===== src/rtl/eslv_pkg.sv =====
`timescale 1ns/1ps
package eslv_pkg;

    typedef enum logic [2:0] {
        S_IDLE,
        S_RX,
        S_ACK_WAIT,
        S_ACK,
        S_TX,
        S_TX_WAIT,
        S_MACK
    } state_e;

    typedef enum logic [1:0] {
        PH_DEV,
        PH_AHI,
        PH_ALO,
        PH_DATA
    } phase_e;

    typedef struct packed {
        state_e     st;
        phase_e     ph;
        logic [2:0] cnt;
        logic [6:0] sh;
        logic [6:0] tx;
        logic [7:0] rbuf;
        logic       rd_pend;
        logic       drive;
        logic       rw;
        logic       wrote;
        logic       commit;
    } ctl_s;

    localparam logic [3:0] DEV_PREFIX = 4'b1010;

endpackage


===== src/rtl/eslv_sync.sv =====
`timescale 1ns/1ps
module eslv_sync #(
    parameter int STAGES = 2
) (
    input  logic clk,
    input  logic rst_n,
    input  logic scl_raw,
    input  logic sda_raw,
    output logic sda_s,
    output logic scl_rise,
    output logic scl_fall,
    output logic start_evt,
    output logic stop_evt
);
    logic [1:0] raw;
    logic [1:0] now;
    logic [1:0] prev_q;

    assign raw = {scl_raw, sda_raw};

    // one synchronizer chain per bus line; index 1 is SCL, index 0 is SDA
    for (genvar g = 0; g < 2; g++) begin : g_line
        logic [STAGES-1:0] pipe_q;
        always_ff @(posedge clk or negedge rst_n) begin
            if (!rst_n) pipe_q <= '1;
            else        pipe_q <= {pipe_q[STAGES-2:0], raw[g]};
        end
        assign now[g] = pipe_q[STAGES-1];
    end

    always_ff @(posedge clk or negedge rst_n) begin
        if (!rst_n) prev_q <= '1;
        else        prev_q <= now;
    end

    assign sda_s     = now[0];
    assign scl_rise  = now[1] & ~prev_q[1];
    assign scl_fall  = ~now[1] & prev_q[1];
    assign start_evt = now[1] & prev_q[1] & prev_q[0] & ~now[0];
    assign stop_evt  = now[1] & prev_q[1] & ~prev_q[0] & now[0];

endmodule


===== src/rtl/eslv_addr_ctr.sv =====
`timescale 1ns/1ps
module eslv_addr_ctr #(
    parameter int ADDR_W = 15,
    parameter int PAGE_W = 6
) (
    input  logic              clk,
    input  logic              rst_n,
    input  logic              ld_hi,
    input  logic              ld_lo,
    input  logic              inc_full,
    input  logic              inc_page,
    input  logic [7:0]        byte_in,
    output logic [ADDR_W-1:0] addr
);
    localparam int HI_W = ADDR_W - 8;
    localparam logic [ADDR_W-1:0] A_ONE = 1;
    localparam logic [PAGE_W-1:0] P_ONE = 1;

    logic [ADDR_W-1:0] addr_d, addr_q;

    always_comb begin
        addr_d = addr_q;
        if (ld_hi)    addr_d[ADDR_W-1:8] = byte_in[HI_W-1:0];
        if (ld_lo)    addr_d[7:0] = byte_in;
        if (inc_full) addr_d = addr_q + A_ONE;
        if (inc_page) addr_d[PAGE_W-1:0] = addr_q[PAGE_W-1:0] + P_ONE;
    end

    always_ff @(posedge clk or negedge rst_n) begin
        if (!rst_n) addr_q <= '0;
        else        addr_q <= addr_d;
    end

    assign addr = addr_q;

endmodule


===== src/rtl/eeprom_slave.sv =====
`timescale 1ns/1ps
module eeprom_slave #(
    parameter int ADDR_W      = 15,
    parameter int PAGE_W      = 6,
    parameter int SYNC_STAGES = 2
) (
    input  logic              clk,
    input  logic              rst_n,
    input  logic              scl_in,
    input  logic              sda_in,
    input  logic [2:0]        dev_sel,
    input  logic              wr_busy,
    output logic              sda_drive_low,
    output logic              pb_wr_valid,
    output logic [ADDR_W-1:0] pb_wr_addr,
    output logic [7:0]        pb_wr_data,
    output logic              pb_commit,
    output logic              mem_rd_en,
    output logic [ADDR_W-1:0] mem_rd_addr,
    input  logic [7:0]        mem_rd_data
);
    import eslv_pkg::*;

    logic sda_s, scl_rise, scl_fall, start_evt, stop_evt;
    logic ld_hi, ld_lo, inc_full, inc_page, rd_en, wr_v;
    logic [ADDR_W-1:0] ctr_addr;
    logic [7:0] byte_in;
    ctl_s q, n;

    eslv_sync #(.STAGES(SYNC_STAGES)) u_sync (
        .clk(clk), .rst_n(rst_n), .scl_raw(scl_in), .sda_raw(sda_in),
        .sda_s(sda_s), .scl_rise(scl_rise), .scl_fall(scl_fall),
        .start_evt(start_evt), .stop_evt(stop_evt)
    );

    eslv_addr_ctr #(.ADDR_W(ADDR_W), .PAGE_W(PAGE_W)) u_ctr (
        .clk(clk), .rst_n(rst_n), .ld_hi(ld_hi), .ld_lo(ld_lo),
        .inc_full(inc_full), .inc_page(inc_page), .byte_in(byte_in),
        .addr(ctr_addr)
    );

    assign byte_in = {q.sh, sda_s};

    always_comb begin
        n        = q;
        n.commit = 1'b0;
        n.rd_pend = 1'b0;
        ld_hi    = 1'b0;
        ld_lo    = 1'b0;
        inc_full = 1'b0;
        inc_page = 1'b0;
        rd_en    = 1'b0;
        wr_v     = 1'b0;
        if (q.rd_pend) n.rbuf = mem_rd_data;

        if (stop_evt) begin
            n.st     = S_IDLE;
            n.drive  = 1'b0;
            n.commit = q.wrote;
            n.wrote  = 1'b0;
        end else if (start_evt) begin
            n.st    = S_RX;
            n.ph    = PH_DEV;
            n.cnt   = '0;
            n.drive = 1'b0;
        end else begin
            case (q.st)
                S_RX: if (scl_rise) begin
                    n.sh  = byte_in[6:0];
                    n.cnt = q.cnt + 3'd1;
                    if (q.cnt == 3'd7) begin
                        n.st = S_ACK_WAIT;
                        case (q.ph)
                            PH_DEV: begin
                                if (byte_in[7:4] == DEV_PREFIX && byte_in[3:1] == dev_sel && !wr_busy) begin
                                    n.rw = byte_in[0];
                                    if (byte_in[0]) begin
                                        rd_en     = 1'b1;
                                        inc_full  = 1'b1;
                                        n.rd_pend = 1'b1;
                                    end
                                end else begin
                                    n.st = S_IDLE;
                                end
                            end
                            PH_AHI: ld_hi = 1'b1;
                            PH_ALO: ld_lo = 1'b1;
                            default: begin
                                wr_v     = 1'b1;
                                inc_page = 1'b1;
                                n.wrote  = 1'b1;
                            end
                        endcase
                    end
                end
                S_ACK_WAIT: if (scl_fall) begin
                    n.drive = 1'b1;
                    n.st    = S_ACK;
                end
                S_ACK: if (scl_fall) begin
                    n.drive = 1'b0;
                    n.cnt   = '0;
                    if (q.ph == PH_DEV && q.rw) begin
                        n.tx    = q.rbuf[6:0];
                        n.drive = ~q.rbuf[7];
                        n.st    = S_TX;
                    end else begin
                        n.st = S_RX;
                        case (q.ph)
                            PH_DEV:  n.ph = PH_AHI;
                            PH_AHI:  n.ph = PH_ALO;
                            default: n.ph = PH_DATA;
                        endcase
                    end
                end
                S_TX: if (scl_fall) begin
                    if (q.cnt == 3'd7) begin
                        n.drive = 1'b0;
                        n.cnt   = '0;
                        n.st    = S_MACK;
                    end else begin
                        n.drive = ~q.tx[6];
                        n.tx    = {q.tx[5:0], 1'b0};
                        n.cnt   = q.cnt + 3'd1;
                    end
                end
                S_MACK: if (scl_rise) begin
                    if (!sda_s) begin
                        rd_en     = 1'b1;
                        inc_full  = 1'b1;
                        n.rd_pend = 1'b1;
                        n.st      = S_TX_WAIT;
                    end else begin
                        n.st = S_IDLE;
                    end
                end
                S_TX_WAIT: if (scl_fall) begin
                    n.tx    = q.rbuf[6:0];
                    n.drive = ~q.rbuf[7];
                    n.cnt   = '0;
                    n.st    = S_TX;
                end
                default: ;
            endcase
        end
    end

    always_ff @(posedge clk or negedge rst_n) begin
        if (!rst_n) q <= '0;
        else        q <= n;
    end

    assign sda_drive_low = q.drive;
    assign pb_commit     = q.commit;
    assign pb_wr_valid   = wr_v;
    assign pb_wr_addr    = ctr_addr;
    assign pb_wr_data    = byte_in;
    assign mem_rd_en     = rd_en;
    assign mem_rd_addr   = ctr_addr;

endmodule


===== config.mk =====
export PLATFORM = sky130hd
export DESIGN_NAME = eeprom_slave
export DESIGN_NICKNAME = d
export VERILOG_FILES = /design/src/rtl/eslv_pkg.sv /design/src/rtl/eslv_sync.sv /design/src/rtl/eslv_addr_ctr.sv /design/src/rtl/eeprom_slave.sv
export SDC_FILE = /design/constraint.sdc
export NUM_CORES = 1
export LEC_CHECK = 0
export ABC_CLOCK_PERIOD_IN_PS = 3800
export BUFFER_PORTS_ARGS = -buffer_cell sky130_fd_sc_hd__buf_2
export CORE_ASPECT_RATIO = 0.8
export CORE_UTILIZATION = 56
export CTS_CLUSTER_DIAMETER = 30
export DETAILED_ROUTE_END_ITERATION = 10
export GPL_TIMING_DRIVEN = 0
export HOLD_SLACK_MARGIN = 0.05
export PLACE_DENSITY = 0.78
export SLEW_MARGIN = 5
export SYNTH_ARGS = -nofsm -noshare
export SYNTH_HDL_FRONTEND = slang
export SYNTH_HIERARCHICAL = 1
export SYNTH_SLANG_ARGS = --single-unit

===== constraint.sdc =====
create_clock -name clk -period 3.8 [get_ports clk]
set_input_delay 0.76 -clock clk [delete_from_list [all_inputs] [get_ports clk]]
set_output_delay 0.76 -clock clk [all_outputs]
set_load 0.01 [all_outputs]

# After elaboration in Yosys (flattened, before gate mapping)
# Index checks and enable logic that the tools add are counted.
word_totals:
  out_inout_bits: 42
  word_cells: 169
  register_bits: 56
  input_bits: 16
classes:
  n_addsub: 3
  n_eq_ne: 31
  muxes: 77
  reduce_logical: 26
  bitwise_logic: 15
ops:
  columns: ["operator", "n"]
  rows:
  - ["1-bit two-way mux", 42]
  - ["7-bit two-way mux", 6]
  - ["3-bit two-way mux", 13]
  - ["4-bit != test, second input constant", 8]
  - ["8-bit two-way mux", 3]
  - ["7-bit case mux with 3 select lines", 1]
  - ["3-bit case mux with 6 select lines", 1]
  - ["15-bit by 1-bit adder with 15-bit output, second input constant", 1]
  - ["15-bit two-way mux", 1]
  - ["2-bit nonzero test", 7]
  - ["3-bit equality test, second input constant", 4]
  - ["2-bit != test, second input constant", 6]
  - ["3-bit != test, second input constant", 4]
  - ["3-bit case mux with 4 select lines", 1]
  - ["10-bit two-way mux", 1]
  - ["5-bit AND reduction", 2]
  - ["9-bit AND reduction", 1]
  - ["2-bit two-way mux", 4]
  - ["1-bit inverter", 8]
  - ["4-bit AND reduction", 2]
  - ["8-bit AND reduction", 1]
  - ["8-bit nonzero test", 1]
  - ["1-bit AND", 7]
  - ["7-bit AND reduction", 1]
  - ["other kinds (21)", 26]

# Depth between registers and ports, before layout
# Gate-level depths: netlist of run 1.
depth:
  word_depth: 12
  ltp_mapped: 12
  depth_no_buf: 9

# Hierarchy
# The synthesis of run 1 kept the hierarchy.
modules_own_cells:
  columns: ["mod", "n_inst", "seq_area_each_um2", "area_each_um2", "cells_per_inst"]
  rows:
  - ["eeprom_slave", 1, 875.8, 2130.8, 193]
  - ["eslv_addr_ctr", 1, 375.4, 979.7, 109]
  - ["eslv_sync", 1, 157.7, 190.2, 10]

# Least setup slack after synthesis of run 1
# OpenSTA, ideal clock, no wires.
synth_path:
  path_type: "register to register"
  start: "reg u_sync.g_line[0].pipe_q[1]"
  end: "reg u_ctr.addr_q[4] (netlist: u_ctr/addr[4])"
  setup_time_ns: 0.077
  path_buffers: 3
  period_less_slack_ns: 2.975
  arrival_ns: 2.898
  stages_incl_launch_ff: 13
  required_ns: 3.723
  setup_slack_ns: 0.825
  path_cell_list: "dfstp_2 and4b_1 buf_2 nor2_2 nand4_1 nand4b_1 o21ai_0 buf_2 or2_1 buf_2 nor2_2 a211o_1 a21oi_1"
synth_between:
  word_cells_on_any_way: 20
  classes_between: "16 x mux; 3 x bitwise; 1 x reduce/logical"
synth_rtl:
  columns: ["element", "line_no", "rtl"]
  rows:
  - ["start, declared", "eslv_sync.sv:23", "logic [STAGES-1:0] pipe_q;"]
  - ["start signal, assigned", "eslv_sync.sv:26", "else pipe_q <= {pipe_q[STAGES-2:0], raw[g]};"]
  - ["1-bit inverter *", "eslv_sync.sv:39", "assign start_evt = now[1] & prev_q[1] & prev_q[0] & ~now[0];"]
  - ["1-bit AND *", "eslv_sync.sv:39", null]
  - ["named net start_evt", "eeprom_slave.sv:24", "logic sda_s, scl_rise, scl_fall, start_evt, stop_evt;"]
  - ["1-bit two-way mux * (2 in series)", null, null]
  - ["named net mem_rd_en", "eeprom_slave.sv:18", "output logic mem_rd_en,"]
  - ["15-bit two-way mux", "eslv_addr_ctr.sv:25", "if (inc_full) addr_d = addr_q + A_ONE;"]
  - ["6-bit two-way mux", "eslv_addr_ctr.sv:26", "if (inc_page) addr_d[PAGE_W-1:0] = addr_q[PAGE_W-1:0] + P_ONE;"]
  - ["end signal, assigned", "eslv_addr_ctr.sv:31", "else addr_q <= addr_d;"]
  - ["end, declared", "eslv_addr_ctr.sv:19", "logic [ADDR_W-1:0] addr_d, addr_q;"]
# The timed path passes the listed nets; every way through them passes the cells marked *.
# A chain may end at the register's enable or synchronous reset.

# Worst setup path in the final report of run 1
layout_path:
  start: "reg u_sync.g_line[0].pipe_q[1]"
  end: "out mem_rd_en"
layout_between:
  word_cells_on_any_way: 13
  classes_between: "10 x mux; 3 x bitwise"
layout_rtl:
  columns: ["element", "line_no", "rtl"]
  rows:
  - ["1-bit inverter", "eslv_sync.sv:39", null]
  - ["1-bit AND", "eslv_sync.sv:39", null]
  - ["named net start_evt", "eeprom_slave.sv:24", null]
  - ["1-bit two-way mux", "eeprom_slave.sv:61", "end else if (start_evt) begin"]
  - ["1-bit two-way mux", "eeprom_slave.sv:56", "if (stop_evt) begin"]
  - ["end, declared", "eeprom_slave.sv:18", null]
# The timed path passes the listed nets, and every way through them passes these cells.

==> results of run 1 <==
==> placed cells by master, fill, tap and decap left out, types with 9 or more instances in the layout <==
master / instances
inv_1: 12
nor3_1: 9
nand2_1: 12
buf_4: 28
a21oi_1: 19
nand3_1: 9
nor2_1: 13
mux2_2: 31
dfrtp_1: 50
buf_2: 60
==> worst paths after layout <==
check / to / startpoint / slack [ps] / depth (start not counted)
max in group asynchronous: u_ctr/addr[1] / rst_n / 2880 / 1
min in group asynchronous: q[5] / rst_n / 460 / 1
setup / recovery: mem_rd_en / u_sync/g_line[0].pipe_q[1] / 310 / 7
setup reg to reg: u_ctr/addr[4] / u_sync/g_line[0].pipe_q[1] / 470 / 12
hold / removal: u_sync/g_line[1].pipe_q[1] / u_sync/g_line[1].pipe_q[0] / 360 / 0
hold reg to reg: u_sync/g_line[1].pipe_q[1] / u_sync/g_line[1].pipe_q[0] / 360 / 0
==> per-stage QoR <==
step	power, uW	std cells	area (um^2)
after CTS	1300	455	3780
after floorplan	858	312	3300
final	1290	455	3780
after global placement	945	447	3680
after detailed placement	949	447	3680
after global routing	1340	455	3780
==> cell usage after synthesis, drive strengths merged, types with 3 or more instances <==
cell type and n:
o21ai 9, nor2 16, xor2 4, a31oi 5
nand2 12, and3 5, a32o 3, buf 33
o21bai 5, a21oi 19, a211oi 7, nand4 4
nor3 9, ha 3, nor4 4, xnor2 5
mux2 31, clkbuf 3, mux2i 3, nand3 12
dfrtp 50, inv 13, and2 3, a211o 3
dfstp 6, nand2b 4, nor2b 9, nor3b 4
==> routing by layer <==
layer,vias to the layer above,routed length (um),part of all wire [%]
met4,0,105,1.5
met2,96,3140,44
li1,1244,-,-
met1,1261,3410,48
met3,12,464,6.5
met5,-,0,0
==> layout make-up <==
cell class              instances  area (um^2)
multi-input cells             207         1590
clock buffers                   5         68.8
fillers                       442         1770
inverters                      13         48.8
well taps                      78         97.6
repair buffers                 57          288
plain buffers                  36          249
clock inverters                 3         27.5
flip-flops and latches         56         1410
==> repair_timing <==
action,4_1_cts,5_1_grt
endpoints found under the setup margin,0,1
hold buffers,0,0
resized for setup,0,1
==> cells by family (layout without fill, tap and decap cells) <==
logic type	after synthesis	in the layout
simple gates	91	91
compound gates	70	70
flops	56	56
xor+xnor	9	9
buf+inv	49	114
mux	34	34
fa+ha+maj	3	3
==> state kept, by name, indices dropped and copies added, names as in the netlist <==
name                  flops
sda_drive_low             1
q                        26
pb_wr_data                7
u_sync/prev_q             2
u_sync/g_line.pipe_q      4
u_ctr/addr               15
pb_commit                 1
==> power by group through the flow <==
stage	combinational, uW	sequential, uW	clock [uW]
finish	228	711	353
floorplan	162	696	0
global placement	224	720	0
detailed placement	228	721	0
global route	247	719	375
CTS	229	710	359
==> metrics.md, run 1 <==
| Metric | Value |
|---|---|
| Status | finished, final reports clean |
| Mapped Area | 3300 um^2 |
| Post-route antenna net violation count | 0 |
| DRC | 0 |
| Max-slew violations | 0 |
| Post-DR wirelength/cell | 15.7 um |
| Die Wd | 87.8 um |
| Clock sinks | 56 |
| Most frequent cell on the critical path | buf_2 |
| Worst stage delay on the critical path | 680 ps |
| CTS root buf | clkbuf_8 |
| Switching Share | 30.0% |
| Ratio of cells with drive above 1 in the final layout | 41.4% |
| Initial DRC Count | 199 |
| Htree depth | 2 |
| Post-place setup slack | 389 ps |
| GRT Max-Usage Layer | met1 |
| Area delta synth->final | 14.6% |
| Detailed placer's ending HPWL | 5.16 mm |
| Global-route wire length before repair | 12.0 mm |
| WP data required | 3040 ps |
| First-pass DRT Iterations | 5 |
| Clock insertion delay at the later pin of the skew report | 320 ps |
| Async SR Flop Fraction | 100% |
| Setup Skew | 6.32 ps |
| Vias | 2613 |
| Critical Path Fanout Max | 12 |
| Gate power share | 17.6% |
| Worst-path clk slew | 110 ps |
| Routability cong. | 0.856 |
| Crit Path Class | reg2out |
| Sum of negative setup slack | 0 ps |
| Max frequency | 0.286 GHz |
| Grt met1 use | 37.6% |
| Vias in the first global route | 2456 |
| P per Cell Area | 342 nW/um^2 |
| Max-cap violations | 0 |
| Crit path cell chain | and4b_1, buf_2, nor2_2, nand4_1, nand4b_1, o21ai_1, buf_2 |
| WL final | 7.12 mm |
| Min-Delay Path Class | reg2reg |
| All-layer global routing usage | 25.0% |
| Synth top area share | 37.9% |
| Largest family of logic cells by synthesized area | simple AND/OR/NAND/NOR gates |
| Mean Syn Cell Area | 10.6 um^2 |
| Number of setup buffers added after CTS | 0 |
| RSZ-0062 raised after global routing | false |
| Worst path bufs/invs | 2 |
| # rows | 24 |
| Core area | 5560 um^2 |
| Endpoints failing setup | 0 |
| Xor/xnor cell area share of the yosys netlist | 2.39% |
| M2 GR Usage | 36.7% |
| Final worst slack | 308 ps |
| Multiplexer share of the synthesized area | 11.5% |
| Post-Route Hold Slack | 364 ps |
| Yosys top cell by area | dfrtp_1 |
| Worst path slowest cell | dfstp_2 |
| Switch Pwr | 387 uW |
| CTS tree | done |
| Grt ovf | 0 |
| Synthesized instance count | 312 |
| Adder-cell share of the synthesized area | 1.14% |
| Final net count | 395 |
| Seq pwr share | 55.0% |
| Met3 Use GR | 4.20% |
| Routed vias/inst | 5.74 |
| Crit path capture type | primary output |
| Count of final hold-check violations | 0 |
| CP Launch Type | flip-flop |
| Initial antenna violation count | 0 |
| P_leak | 0.00167 uW |
| Port bufs | 57 |
| Die Area | 6210 um^2 |
| TritonCTS Buffers | 5 |
| Tcrit/Tclk final | 91.9% |
| Synth warn | 6 |
| Pint | 905 uW |
| Crit path time final | 3490 ps |
| Maximum number of pins on one net before global-route repair | 57 |
| #FFs+latches synth | 56 |
| Cell family with the largest share of critical-path delay | simple AND/OR/NAND/NOR gates |
| CP arrival | 2730 ps |
| Initial Utilization | 59.4% |
| Synth Flop Type | dfrtp_1 |
| Post-synthesis sequential area ratio | 42.7% |
| Slew @ Worst Pin | 701 ps |
| EDFF count, synth | 0 |
| Synth cell types | 65 |
| I/O pins | 58 |
| Utilization after layout | 68.1% |
| Synth area leaders | dfrtp_1 38%, mux2_2 11%, buf_4 6.1%, dfstp_2 4.8%, a21oi_1 2.9% |
| Clock Tree Buf Depth | 2 |
| Synth Net Count | 331 |
| Clock network power share | 27.3% |
| Post-synthesis simple-gate area fraction | 17.4% |
| Compound-gate portion of the synthesized area | 15.9% |
| Peak supply drop | 214 uV |
| Die Span Y | 70.7 um |
| Slew margin rel. | 53.2% |
| Diodes inserted | 0 |
Power figures use the tool's default switching activity.
==> inputs of run 2 (changes only) <==
--- a/config.mk
+++ b/config.mk
@@ -5,7 +5,7 @@
 export SDC_FILE = /design/constraint.sdc
 export NUM_CORES = 1
 export LEC_CHECK = 0
-export ABC_CLOCK_PERIOD_IN_PS = 3800
+export ABC_CLOCK_PERIOD_IN_PS = 3400
 export BUFFER_PORTS_ARGS = -buffer_cell sky130_fd_sc_hd__buf_2
 export CORE_ASPECT_RATIO = 0.8
 export CORE_UTILIZATION = 56
@@ -13,7 +13,7 @@
 export DETAILED_ROUTE_END_ITERATION = 10
 export GPL_TIMING_DRIVEN = 0
 export HOLD_SLACK_MARGIN = 0.05
-export PLACE_DENSITY = 0.78
+export PLACE_DENSITY = 0.79
 export SLEW_MARGIN = 5
 export SYNTH_ARGS = -nofsm -noshare
 export SYNTH_HDL_FRONTEND = slang
==> constraint.sdc (replaced) <==
create_clock -name clk -period 3.4 [get_ports clk]
set_input_delay 0.68 -clock clk [delete_from_list [all_inputs] [get_ports clk]]
set_output_delay 0.68 -clock clk [all_outputs]
set_load 0.01 [all_outputs]
==> metrics.md, run 2 (synthesis results as in run 1) <==
| Metric | Value |
|---|---|
| Status | finished, final reports clean |
| Post-DR wirelength/cell | 15.6 um |
| Vias | 2528 |
| Crit path cell chain | and4b_1, buf_2, nor2_4, nand4_1, nand4b_1, o21ai_2, buf_2 |
| All-layer global routing usage | 25.1% |
| Crit path time final | 3170 ps |
| Gate power share | 17.7% |
| CP arrival | 2490 ps |
| Ratio of cells with drive above 1 in the final layout | 41.6% |
| Grt ovf | 0 |
| Worst-path clk slew | 100 ps |
| Diodes inserted | 0 |
| Vias in the first global route | 2444 |
| TritonCTS Buffers | 5 |
| Setup Skew | 10.5 ps |
| Post-place setup slack | 33.9 ps |
| RSZ-0062 raised after global routing | false |
| Sum of negative setup slack | 0 ps |
| Commonest cells after routing, fill and taps aside | 60 x buf_2, 50 x dfrtp_1, 31 x mux2_2 |
| CTS tree | done |
| Fin area | 3790 um^2 |
| Pint | 1030 uW |
| DRC | 0 |
| Port bufs | 57 |
| Initial Utilization | 59.4% |
| Count of final hold-check violations | 0 |
| Slew margin rel. | 52.9% |
| Post-route antenna net violation count | 0 |
| Most frequent cell on the critical path | buf_2 |
| Endpoints failing setup | 0 |
| Die Area | 6210 um^2 |
| Final worst slack | 231 ps |
| Max-slew violations | 0 |
| Worst path slowest cell | dfstp_2 |
| WP data required | 2720 ps |
| Hold_sp | u_sync/g_line[0].pipe_q[0] |
| Htree depth | 2 |
| P_leak | 0.00168 uW |
| Maximum number of pins on one net before global-route repair | 57 |
| Die Wd | 87.8 um |
| Clock insertion delay at the later pin of the skew report | 320 ps |
| Min-Delay Path Class | reg2reg |
| Global-route wire length before repair | 12.0 mm |
| Routability cong. | 0.864 |
| CP Launch Type | flip-flop |
| WL final | 7.08 mm |
| Biggest register | q |
| Switch Pwr | 422 uW |
| Critical Path Fanout Max | 12 |
| Beginning of the critical path | u_sync/g_line[0].pipe_q[1] |
| Detailed placer's ending HPWL | 5.03 mm |
| First-pass DRT Iterations | 4 |
| Number of flip-flops under the largest register name | 26 |
| Clock network power share | 27.1% |
| Initial DRC Count | 156 |
| Dpl cells | 447 |
| Area delta synth->final | 14.9% |
| Slew @ Worst Pin | 706 ps |
| Worst r2r src | u_sync/g_line[0].pipe_q[1] |
| Fin cells | 455 |
| Peak supply drop | 381 uV |
| Placed cell areas | 3680 um^2 |
| Tcrit/Tclk final | 93.2% |
| Core area | 5560 um^2 |
| Crit Path Class | reg2out |
| Crit path capture type | primary output |
| Clock Tree Buf Depth | 2 |
| # rows | 24 |
| Switching Share | 29.1% |
| Initial antenna violation count | 0 |
| Max-cap violations | 0 |
| Max frequency | 0.316 GHz |
| Worst stage delay on the critical path | 680 ps |
| Die Span Y | 70.7 um |
| P per Cell Area | 382 nW/um^2 |
| Final net count | 395 |
| CTS root buf | clkbuf_8 |
| Seq pwr share | 55.2% |
| Routed vias/inst | 5.56 |
| Clock sinks | 56 |
| Commonest non-fill, non-tap cell in the layout | buf_2 |
| I/O pins | 58 |
==> run 2: cell types whose count changed in the layout (fill, tap and decap cells not counted), sizes merged <==
cell      before  now
clkbuf         8    9
clkinvlp       1    0
==> run 2: path summary, 6_finish.rpt <==
kind,endpoint,slack [ps],depth (start not counted)
min in group asynchronous,q[27],410,1
worst max-delay path,mem_rd_en,230,7
worst min-delay path,u_sync/g_line[0].pipe_q[1],360,0
worst min register to register,u_sync/g_line[0].pipe_q[1],360,0
worst max register to register,u_ctr/addr[4],320,12
max in group asynchronous,u_ctr/addr[10],2530,1
==> run 2: critical path, delay by kind of cell (launching register included) <==
kind	cells	cell delay [ps]
AOI/OAI and AO/OA	1	220
and+or+nand+nor	4	920
buffers and inverters	2	360
DFF	1	680
==> run 2: power by group through the flow <==
stage | clock network [uW] | logic, uW | registers (uW)
6_report | 393 | 257 | 799
2_1_floorplan | 0 | 181 | 778
4_1_cts | 399 | 258 | 798
3_3_place_gp | 0 | 251 | 805
5_1_grt | 426 | 280 | 808
3_5_place_dp | 0 | 256 | 811
==> run 2: cell type report <==
type / instances / area, um^2
Fill cell: 408 / 1760
Timing Repair Buffer: 57 / 288
Tap cell: 78 / 97.6
Multi-Input combinational cell: 207 / 1600
Inverter: 13 / 48.8
Sequential cell: 56 / 1410
Clock buffer: 6 / 82.6
Clock inverter: 2 / 13.8
Buffer: 36 / 249
==> run 2: metal layers <==
layer  track usage [%]  routed length, um  share of wire [%]  up-vias
met4              7.47                 93                1.3        0
li1                  -                  -                  -     1242
met3              4.08                421                5.9        7
met5                 0                  0                  0        -
met2              37.0               3080                 44       71
met1              38.1               3480                 49     1208
==> run 2: metrics by stage <==
stage / utilization [%] / power, uW / hold WS (ps)
2_1_floorplan: - / 959 / 345
3_3_place_gp: 66.3 / 1060 / 346
3_5_place_dp: 66.3 / 1070 / 347
4_1_cts: 68.1 / 1460 / 362
5_1_grt: 68.2 / 1510 / 368
6_report: 68.2 / 1450 / 361
==> run 2: timing repair <==
item	CTS	global route
endpoints found under the hold margin	0	0
endpoints found under the setup margin	2	11
resized for setup	1	2
hold buffers	0	0
buffers inserted	0	0
pin swaps	0	0
